**src/rtl/flash_cmd_pkg.sv**
```systemverilog
package flash_cmd_pkg;
    localparam int CSR_W = 16;

    localparam logic [1:0] REG_CTRL = 2'd0;
    localparam logic [1:0] REG_KEY  = 2'd1;
    localparam logic [1:0] REG_PAGE = 2'd2;
    localparam logic [1:0] REG_OFFS = 2'd3;

    localparam int BIT_START = 15;
    localparam int BIT_ERASE = 14;
    localparam int BIT_ERR   = 13;
    localparam int BIT_WREN  = 6;

    localparam logic [3:0] OPC_ROW   = 4'b0001;
    localparam logic [3:0] OPC_BLOCK = 4'b0010;

    localparam logic [7:0] KEY_FIRST  = 8'h55;
    localparam logic [7:0] KEY_SECOND = 8'hAA;

    typedef enum logic [1:0] {
        LK_IDLE  = 2'd0,
        LK_HALF  = 2'd1,
        LK_OPEN  = 2'd2
    } lock_state_e;
endpackage

```
**src/rtl/flash_unlock.sv**
```systemverilog
module flash_unlock
    import flash_cmd_pkg::*;
(
    input  logic       clk,
    input  logic       rst_n,
    input  logic       wr_ok,
    input  logic       is_key,
    input  logic       is_ctrl,
    input  logic [7:0] key_val,
    output logic       unlocked
);
    lock_state_e st_d, st_q;

    always_comb begin
        st_d = st_q;
        if (wr_ok) begin
            if (is_key && key_val == KEY_FIRST)
                st_d = LK_HALF;
            else if (is_key && key_val == KEY_SECOND && st_q == LK_HALF)
                st_d = LK_OPEN;
            else if (st_q == LK_OPEN && !is_key && !is_ctrl)
                st_d = LK_OPEN;
            else
                st_d = LK_IDLE;
        end
    end

    always_ff @(posedge clk or negedge rst_n) begin
        if (!rst_n) st_q <= LK_IDLE;
        else        st_q <= st_d;
    end

    assign unlocked = (st_q == LK_OPEN);

    // an unlock only appears right after the second key
    assert_unlock_after_key_R2: assert property (@(posedge clk) disable iff (!rst_n)
        $rose(unlocked) |-> $past(wr_ok && is_key && key_val == KEY_SECOND));

    // a control write always uses up the unlock
    assert_ctrl_consumes_R6: assert property (@(posedge clk) disable iff (!rst_n)
        (wr_ok && is_ctrl) |=> !unlocked);
endmodule

```
**src/rtl/flash_addr_align.sv**
```systemverilog
module flash_addr_align #(
    parameter int ADDR_W = 24,
    parameter int ROW_LG = 6,
    parameter int BLK_LG = 9
) (
    input  logic [ADDR_W-1:0] addr_in,
    input  logic              blk_mode,
    output logic [ADDR_W-1:0] addr_out
);
    logic unused_low;
    assign unused_low = ^addr_in[ROW_LG-1:0];

    for (genvar i = 0; i < ADDR_W; i++) begin : g_bit
        if (i < ROW_LG) begin : g_row
            assign addr_out[i] = 1'b0;
        end else if (i < BLK_LG) begin : g_blk
            assign addr_out[i] = addr_in[i] & ~blk_mode;
        end else begin : g_keep
            assign addr_out[i] = addr_in[i];
        end
    end
endmodule

```
**src/rtl/flash_cmd_ctrl.sv**
```systemverilog
module flash_cmd_ctrl
    import flash_cmd_pkg::*;
#(
    parameter int PAGE_W       = 8,
    parameter int OFF_W        = 16,
    parameter int ROW_WORDS    = 64,
    parameter int ROWS_PER_BLK = 8,
    localparam int ADDR_W      = PAGE_W + OFF_W
) (
    input  logic              clk,
    input  logic              rst_n,
    input  logic              bus_wr,
    input  logic [1:0]        bus_addr,
    input  logic [CSR_W-1:0]  bus_wdata,
    output logic [CSR_W-1:0]  bus_rdata,
    output logic              cpu_stall,
    output logic              arr_req,
    output logic              arr_erase,
    output logic [ADDR_W-1:0] arr_addr,
    input  logic              arr_done
);
    localparam int ROW_LG = $clog2(ROW_WORDS);
    localparam int BLK_LG = $clog2(ROW_WORDS * ROWS_PER_BLK);

    typedef struct packed {
        logic              wr;
        logic              erase;
        logic              err;
        logic              wren;
        logic [3:0]        op;
        logic [PAGE_W-1:0] page;
        logic [OFF_W-1:0]  offs;
        logic              arr_blk;
        logic [ADDR_W-1:0] arr_addr;
    } ctl_t;

    ctl_t s_d, s_q;
    logic busy, wr_ok, unlocked, op_ok, new_blk;
    logic [ADDR_W-1:0] aligned;
    logic unused_bits;

    assign unused_bits = ^bus_wdata;
    assign busy    = s_q.wr;
    assign wr_ok   = bus_wr && !busy;
    assign op_ok   = (bus_wdata[3:0] == OPC_ROW) || (bus_wdata[3:0] == OPC_BLOCK);
    assign new_blk = (bus_wdata[3:0] == OPC_BLOCK);

    flash_unlock u_unlock (
        .clk      (clk),
        .rst_n    (rst_n),
        .wr_ok    (wr_ok),
        .is_key   (bus_addr == REG_KEY),
        .is_ctrl  (bus_addr == REG_CTRL),
        .key_val  (bus_wdata[7:0]),
        .unlocked (unlocked)
    );

    flash_addr_align #(
        .ADDR_W (ADDR_W),
        .ROW_LG (ROW_LG),
        .BLK_LG (BLK_LG)
    ) u_align (
        .addr_in  ({s_q.page, s_q.offs}),
        .blk_mode (new_blk),
        .addr_out (aligned)
    );

    always_comb begin
        s_d = s_q;
        if (wr_ok) begin
            case (bus_addr)
                REG_CTRL: begin
                    s_d.op    = bus_wdata[3:0];
                    s_d.wren  = bus_wdata[BIT_WREN];
                    s_d.erase = bus_wdata[BIT_ERASE];
                    if (bus_wdata[BIT_START]) begin
                        if (unlocked && bus_wdata[BIT_WREN] && op_ok) begin
                            s_d.wr       = 1'b1;
                            s_d.arr_blk  = new_blk;
                            s_d.arr_addr = aligned;
                        end else begin
                            s_d.err = 1'b1;
                        end
                    end
                end
                REG_PAGE: s_d.page = PAGE_W'(bus_wdata);
                REG_OFFS: s_d.offs = OFF_W'(bus_wdata);
                default: ;
            endcase
        end
        if (busy && arr_done) s_d.wr = 1'b0;
    end

    always_ff @(posedge clk or negedge rst_n) begin
        if (!rst_n) s_q <= '0;
        else        s_q <= s_d;
    end

    always_comb begin
        case (bus_addr)
            REG_CTRL: bus_rdata = {s_q.wr, s_q.erase, s_q.err, 6'b0, s_q.wren, 2'b0, s_q.op};
            REG_PAGE: bus_rdata = CSR_W'(s_q.page);
            REG_OFFS: bus_rdata = CSR_W'(s_q.offs);
            default:  bus_rdata = '0;
        endcase
    end

    assign cpu_stall = s_q.wr;
    assign arr_req   = s_q.wr;
    assign arr_erase = s_q.arr_blk;
    assign arr_addr  = s_q.arr_addr;

    // a cycle begins only from a control write carrying start and write-enable
    assert_start_from_ctrl_R2: assert property (@(posedge clk) disable iff (!rst_n)
        $rose(cpu_stall) |-> $past(bus_wr && bus_addr == REG_CTRL
                                   && bus_wdata[BIT_START] && bus_wdata[BIT_WREN]));

    // stall holds until done, then drops
    assert_stall_holds_R9: assert property (@(posedge clk) disable iff (!rst_n)
        (cpu_stall && !arr_done) |=> cpu_stall);
    assert_done_clears_R9: assert property (@(posedge clk) disable iff (!rst_n)
        (cpu_stall && arr_done) |=> !cpu_stall);

    // the target registers are frozen during a cycle
    assert_busy_freeze_R10: assert property (@(posedge clk) disable iff (!rst_n)
        cpu_stall |=> ($stable(s_q.page) && $stable(s_q.offs) && $stable(arr_addr)));

    // the error flag never clears outside reset
    assert_err_sticky_R11: assert property (@(posedge clk) disable iff (!rst_n)
        s_q.err |=> s_q.err);

    // a block erase target is aligned to the erase block
    assert_block_align_R7: assert property (@(posedge clk) disable iff (!rst_n)
        (arr_req && arr_erase) |-> (arr_addr[BLK_LG-1:0] == '0));
endmodule

```
**config.mk**
```make
export PLATFORM = sky130hd
export DESIGN_NAME = flash_cmd_ctrl
export DESIGN_NICKNAME = d
export VERILOG_FILES = /design/src/rtl/flash_cmd_pkg.sv /design/src/rtl/flash_unlock.sv /design/src/rtl/flash_addr_align.sv /design/src/rtl/flash_cmd_ctrl.sv
export SDC_FILE = /design/constraint.sdc
export NUM_CORES = 1
export LEC_CHECK = 0
export BUFFER_PORTS_ARGS = -buffer_cell sky130_fd_sc_hd__buf_4
export CAP_MARGIN = 10
export CORE_MARGIN = 8
export CORE_UTILIZATION = 48
export CTS_CLUSTER_DIAMETER = 30
export DETAILED_ROUTE_END_ITERATION = 10
export PLACE_DENSITY = 0.73
export SLEW_MARGIN = 40
export SYNTH_ARGS = -nofsm -noshare
export SYNTH_HDL_FRONTEND = slang
export SYNTH_SLANG_ARGS = --single-unit
```
**constraint.sdc**
```tcl
create_clock -name clk -period 2.4 [get_ports clk]
set_input_delay 0.24 -clock clk [delete_from_list [all_inputs] [get_ports clk]]
set_output_delay 0.24 -clock clk [all_outputs]
set_load 0.02 [all_outputs]
```
==> impl_summary.txt <==
----------------------------------------------------
[STA]
  Final worst path period need ... ~2.0 ns
  RSZ-0062 raised after global routing ... no
  Timing-limited maximum frequency ... 509 MHz
  Final hold violation count ... 0
  Relative slew slack ... a little under half
  Final-report setup violation count ... 0
  Sum of negative setup slack ... 0 ns
  Worst slew pin tran ... about 0.81 ns
  Final number of max-transition violations ... 0
  Post-route fraction of the period consumed by the critical path ... 81.8%
  Final Skew ... 0.00451 ns

[Pwr]
  Internal portion of total power ... 1380 uW
  Total Power ... between 1500 and 2000 uW
  Power density cells ... 627 nW/um^2
  Sequential power share ... between 50% and 60%
  Share of total power in the clock network ... 26.8%
  Leakage power ... 0.00149 uW
  Net switching component of the power ... 537 uW
  Worst-case vdd ir drop ... 442 uV
  Switching share of power ... 28.1%
  Portion of total power attributed to combinational logic ... 18.1%

[Floorplan]
  Site Rows ... 27
  Die width ... 90.3 microns
  Initial Util ... roughly half
  Y dimension of the die ... 90.3 microns
  Core box area ... 5410 sq um
  I/O pin count ... 65
  Area of the die ... 8150 sq um

[Worst setup path]
  Peak fanout along the critical path ... 8
  Worst reg-to-reg setup slack ... 0.44 ns
  Data required, critical path ... 2.60 ns
  Setup Crit Path Kind ... reg2reg
  Worst EP arrival ... 2.16 ns
  Critical path capture point type ... register
  Crit start category ... register

[Clocking]
  H-tree level count ... 2
  CTS tree ... yes
  Number of gates resized after cts ... 0
  CTS sink cnt ... 53
  Number of buffers added by the clock tree synthesis step ... 5
  Latest clock arrival within the worst-skew pair ... 0.31 ns
  Deepest clock path buffer count ... 2
  Root Driver ... sky130_fd_sc_hd__clkbuf_8
  Clock transition at path regs ... ~0.10 ns

[Worst hold path]
  Hold Crit Class ... in2reg

[Logic synthesis]
  Yosys cell types ... 33
  Complex-gate fraction of the synthesized area ... around 3.3%
  Combinational family with the most area after synthesis ... multiplexers
  Synth Area in Simple Gates ... roughly 9.6%
  XOR/XNOR Fraction of Synth Area ... less than 1%
  Arithmetic-cell share of the synthesized area counting full adders, half adders and majority gates ... 0%
  Synth warn ... 0
  Total standard cell area after synthesis ... about 2700 sq um
  Flip-flop and latch count after synthesis ... 53
  Mux share of post-synthesis cell area ... 25.8%
  Share of synthesized area occupied by flip-flops and latches ... approximately 50%
  Synthesized area divided by synthesized cell count ... 13.3 sq um
  Number of standard cells after synthesis ... 199

[Cells and area]
  Highest-count cells in the layout ignoring fill and taps ... sky130_fd_sc_hd__buf_4 (61), sky130_fd_sc_hd__dfrtp_1 (53), sky130_fd_sc_hd__mux2_2 (30)
  Most common cell after layout, fill and taps aside ... sky130_fd_sc_hd__buf_4
  Growth of design area from synthesis to finish ... 15.1%
  Total number of nets in the final design ... 262
  Layout cells sized above 1 ... between 40% and 50%
  Number of antenna cells inserted ... 0

[Global routing]
  First-pass GRT wire length ... roughly 9000 microns
  Number of antenna violations at the first check in global routing ... 0
  Vias in the first global route ... 1768
  Total global-route track usage ... ~14%
  Congestion Overflow GR ... 0
  Pin count of the biggest net entering global routing ... 54

[Placement]
  Number of buffers inserted by port buffering ... 58
  Detailed placement HPWL ... 3950 microns
  Placer congestion estimate ... 0.756

[Route]
  Number of iterations in the first detailed-routing pass ... 6
  Routed wirelength normalized by instance count ... between 15 and 20 microns
  Overall routed net length ... between 5000 and 6000 microns
  Antenna viol nets, final ... 0
  Vias per inst ... 5.12
  Via total after detailed routing ... 1604
  DRC marker count from the first detailed-route iteration ... between 90 and 100
  Number of remaining DRC errors ... 0

[Status]
  Outcome ... completed

[Flow run]
  Max-cap viol count ... 0

----------------------------------------------------
-- registers in the layout, summed over array words and instances (netlist names) --
register	count
arr_addr	18
arr_req	1
arr_erase	1
s_q	31
u_unlock.st_q	2
-- power groups by stage --
stage	clock network, uW	logic, uW	registers [uW]
global placement	0	342	1070
CTS	523	352	1050
global route	560	376	1070
floorplan	0	225	1050
detailed placement	0	350	1070
finish	513	347	1050
-- cell type report --
class / count / area (sq um)
Fill cell: 456 / 2350
Timing Repair Buffer: 62 / 468
Inverter: 5 / 18.8
Clock inverter: 3 / 21.3
Tap cell: 72 / 90.1
Clock buffer: 5 / 68.8
Sequential cell: 53 / 1330
Multi-Input combinational cell: 113 / 1060
-- layer usage --
metal  track usage (%)  routed length (microns)
met1              16.1                     2410
met2              22.9                     2690
met3              4.90                      349
met4              4.02                       37
met5                 0                        0
-- stage by stage --
stage / std cells / setup slack (ns) / hold slack, ns / util (%) / area, sq um
2_1_floorplan: 204 / 0.575 / -0.0556 / - / 2670
3_3_place_gp: 304 / 0.451 / 0.317 / 54.6 / 2950
3_5_place_dp: 304 / 0.471 / 0.315 / 54.6 / 2950
4_1_cts: 313 / 0.434 / 0.150 / 56.4 / 3050
5_1_grt: 313 / 0.376 / 0.146 / 56.4 / 3050
6_report: 313 / 0.436 / 0.154 / 56.4 / 3050
-- critical path, cell delays in order (launching register included) --
cell and delay [ns]:
sky130_fd_sc_hd__dfrtp_1 0.50, sky130_fd_sc_hd__nand2b_1 0.24, sky130_fd_sc_hd__nor3b_2 0.70, sky130_fd_sc_hd__mux2_2 0.41
-- synthesized netlist by cell type --
cell type / number / area, sq um
sky130_fd_sc_hd__dfrtp_1: 53 / 1330
sky130_fd_sc_hd__mux2_2: 30 / 338
sky130_fd_sc_hd__buf_4: 27 / 203
sky130_fd_sc_hd__mux2_4: 15 / 225
sky130_fd_sc_hd__mux2i_1: 12 / 120
sky130_fd_sc_hd__nand2_1: 10 / 37.5
sky130_fd_sc_hd__o21ai_0: 6 / 30.0
sky130_fd_sc_hd__and3_1: 5 / 31.3
sky130_fd_sc_hd__inv_1: 5 / 18.8
sky130_fd_sc_hd__nor2b_1: 4 / 25.0
sky130_fd_sc_hd__a22o_1: 3 / 26.3
sky130_fd_sc_hd__nor4bb_1: 3 / 30.0
sky130_fd_sc_hd__buf_12: 2 / 40.0
sky130_fd_sc_hd__clkbuf_1: 2 / 7.51
sky130_fd_sc_hd__nand2b_1: 2 / 12.5
sky130_fd_sc_hd__nand4b_1: 2 / 17.5
sky130_fd_sc_hd__nor3b_1: 2 / 15.0
sky130_fd_sc_hd__a21o_1: 1 / 7.51
sky130_fd_sc_hd__a31o_2: 1 / 8.76
sky130_fd_sc_hd__a31oi_1: 1 / 6.26
sky130_fd_sc_hd__a41oi_1: 1 / 8.76
sky130_fd_sc_hd__and2_1: 1 / 6.26
sky130_fd_sc_hd__and3b_1: 1 / 8.76
sky130_fd_sc_hd__and4_4: 1 / 11.3
sky130_fd_sc_hd__and4b_1: 1 / 10.0
sky130_fd_sc_hd__buf_2: 1 / 5.00
sky130_fd_sc_hd__buf_6: 1 / 11.3
sky130_fd_sc_hd__conb_1: 1 / 3.75
sky130_fd_sc_hd__nor2_1: 1 / 3.75
sky130_fd_sc_hd__nor3b_2: 1 / 12.5
sky130_fd_sc_hd__nor4b_4: 1 / 23.8
sky130_fd_sc_hd__or4b_2: 1 / 10.0
sky130_fd_sc_hd__xor2_1: 1 / 8.76
-- worst paths after layout --
check | end | startpoint | cells past startpoint
hold reg to reg | u_unlock.st_q[1] | u_unlock.st_q[1] | 1
max in group asynchronous | s_q[26] | rst_n | 2
setup reg to reg | s_q[46] | arr_req | 3
hold / removal | s_q[34] | bus_wdata[9] | 2
setup / recovery | s_q[46] | arr_req | 3
min in group asynchronous | s_q[29] | rst_n | 2
-- cells by family after synthesis --
family                 count (synthesis)
multiplexers                          57
flip-flops                            53
buffers and inverters                 38
AND/OR/NAND/NOR                       36
AO/OA/AOI/OAI                         13
XOR/XNOR                               1
other                                  1
-- repair_timing --
item,CTS,global route
hold buffers,1,0
hold endpoints to repair,53,0
buffers inserted,0,0
Note: power is estimated with default switching activity, not from simulation.
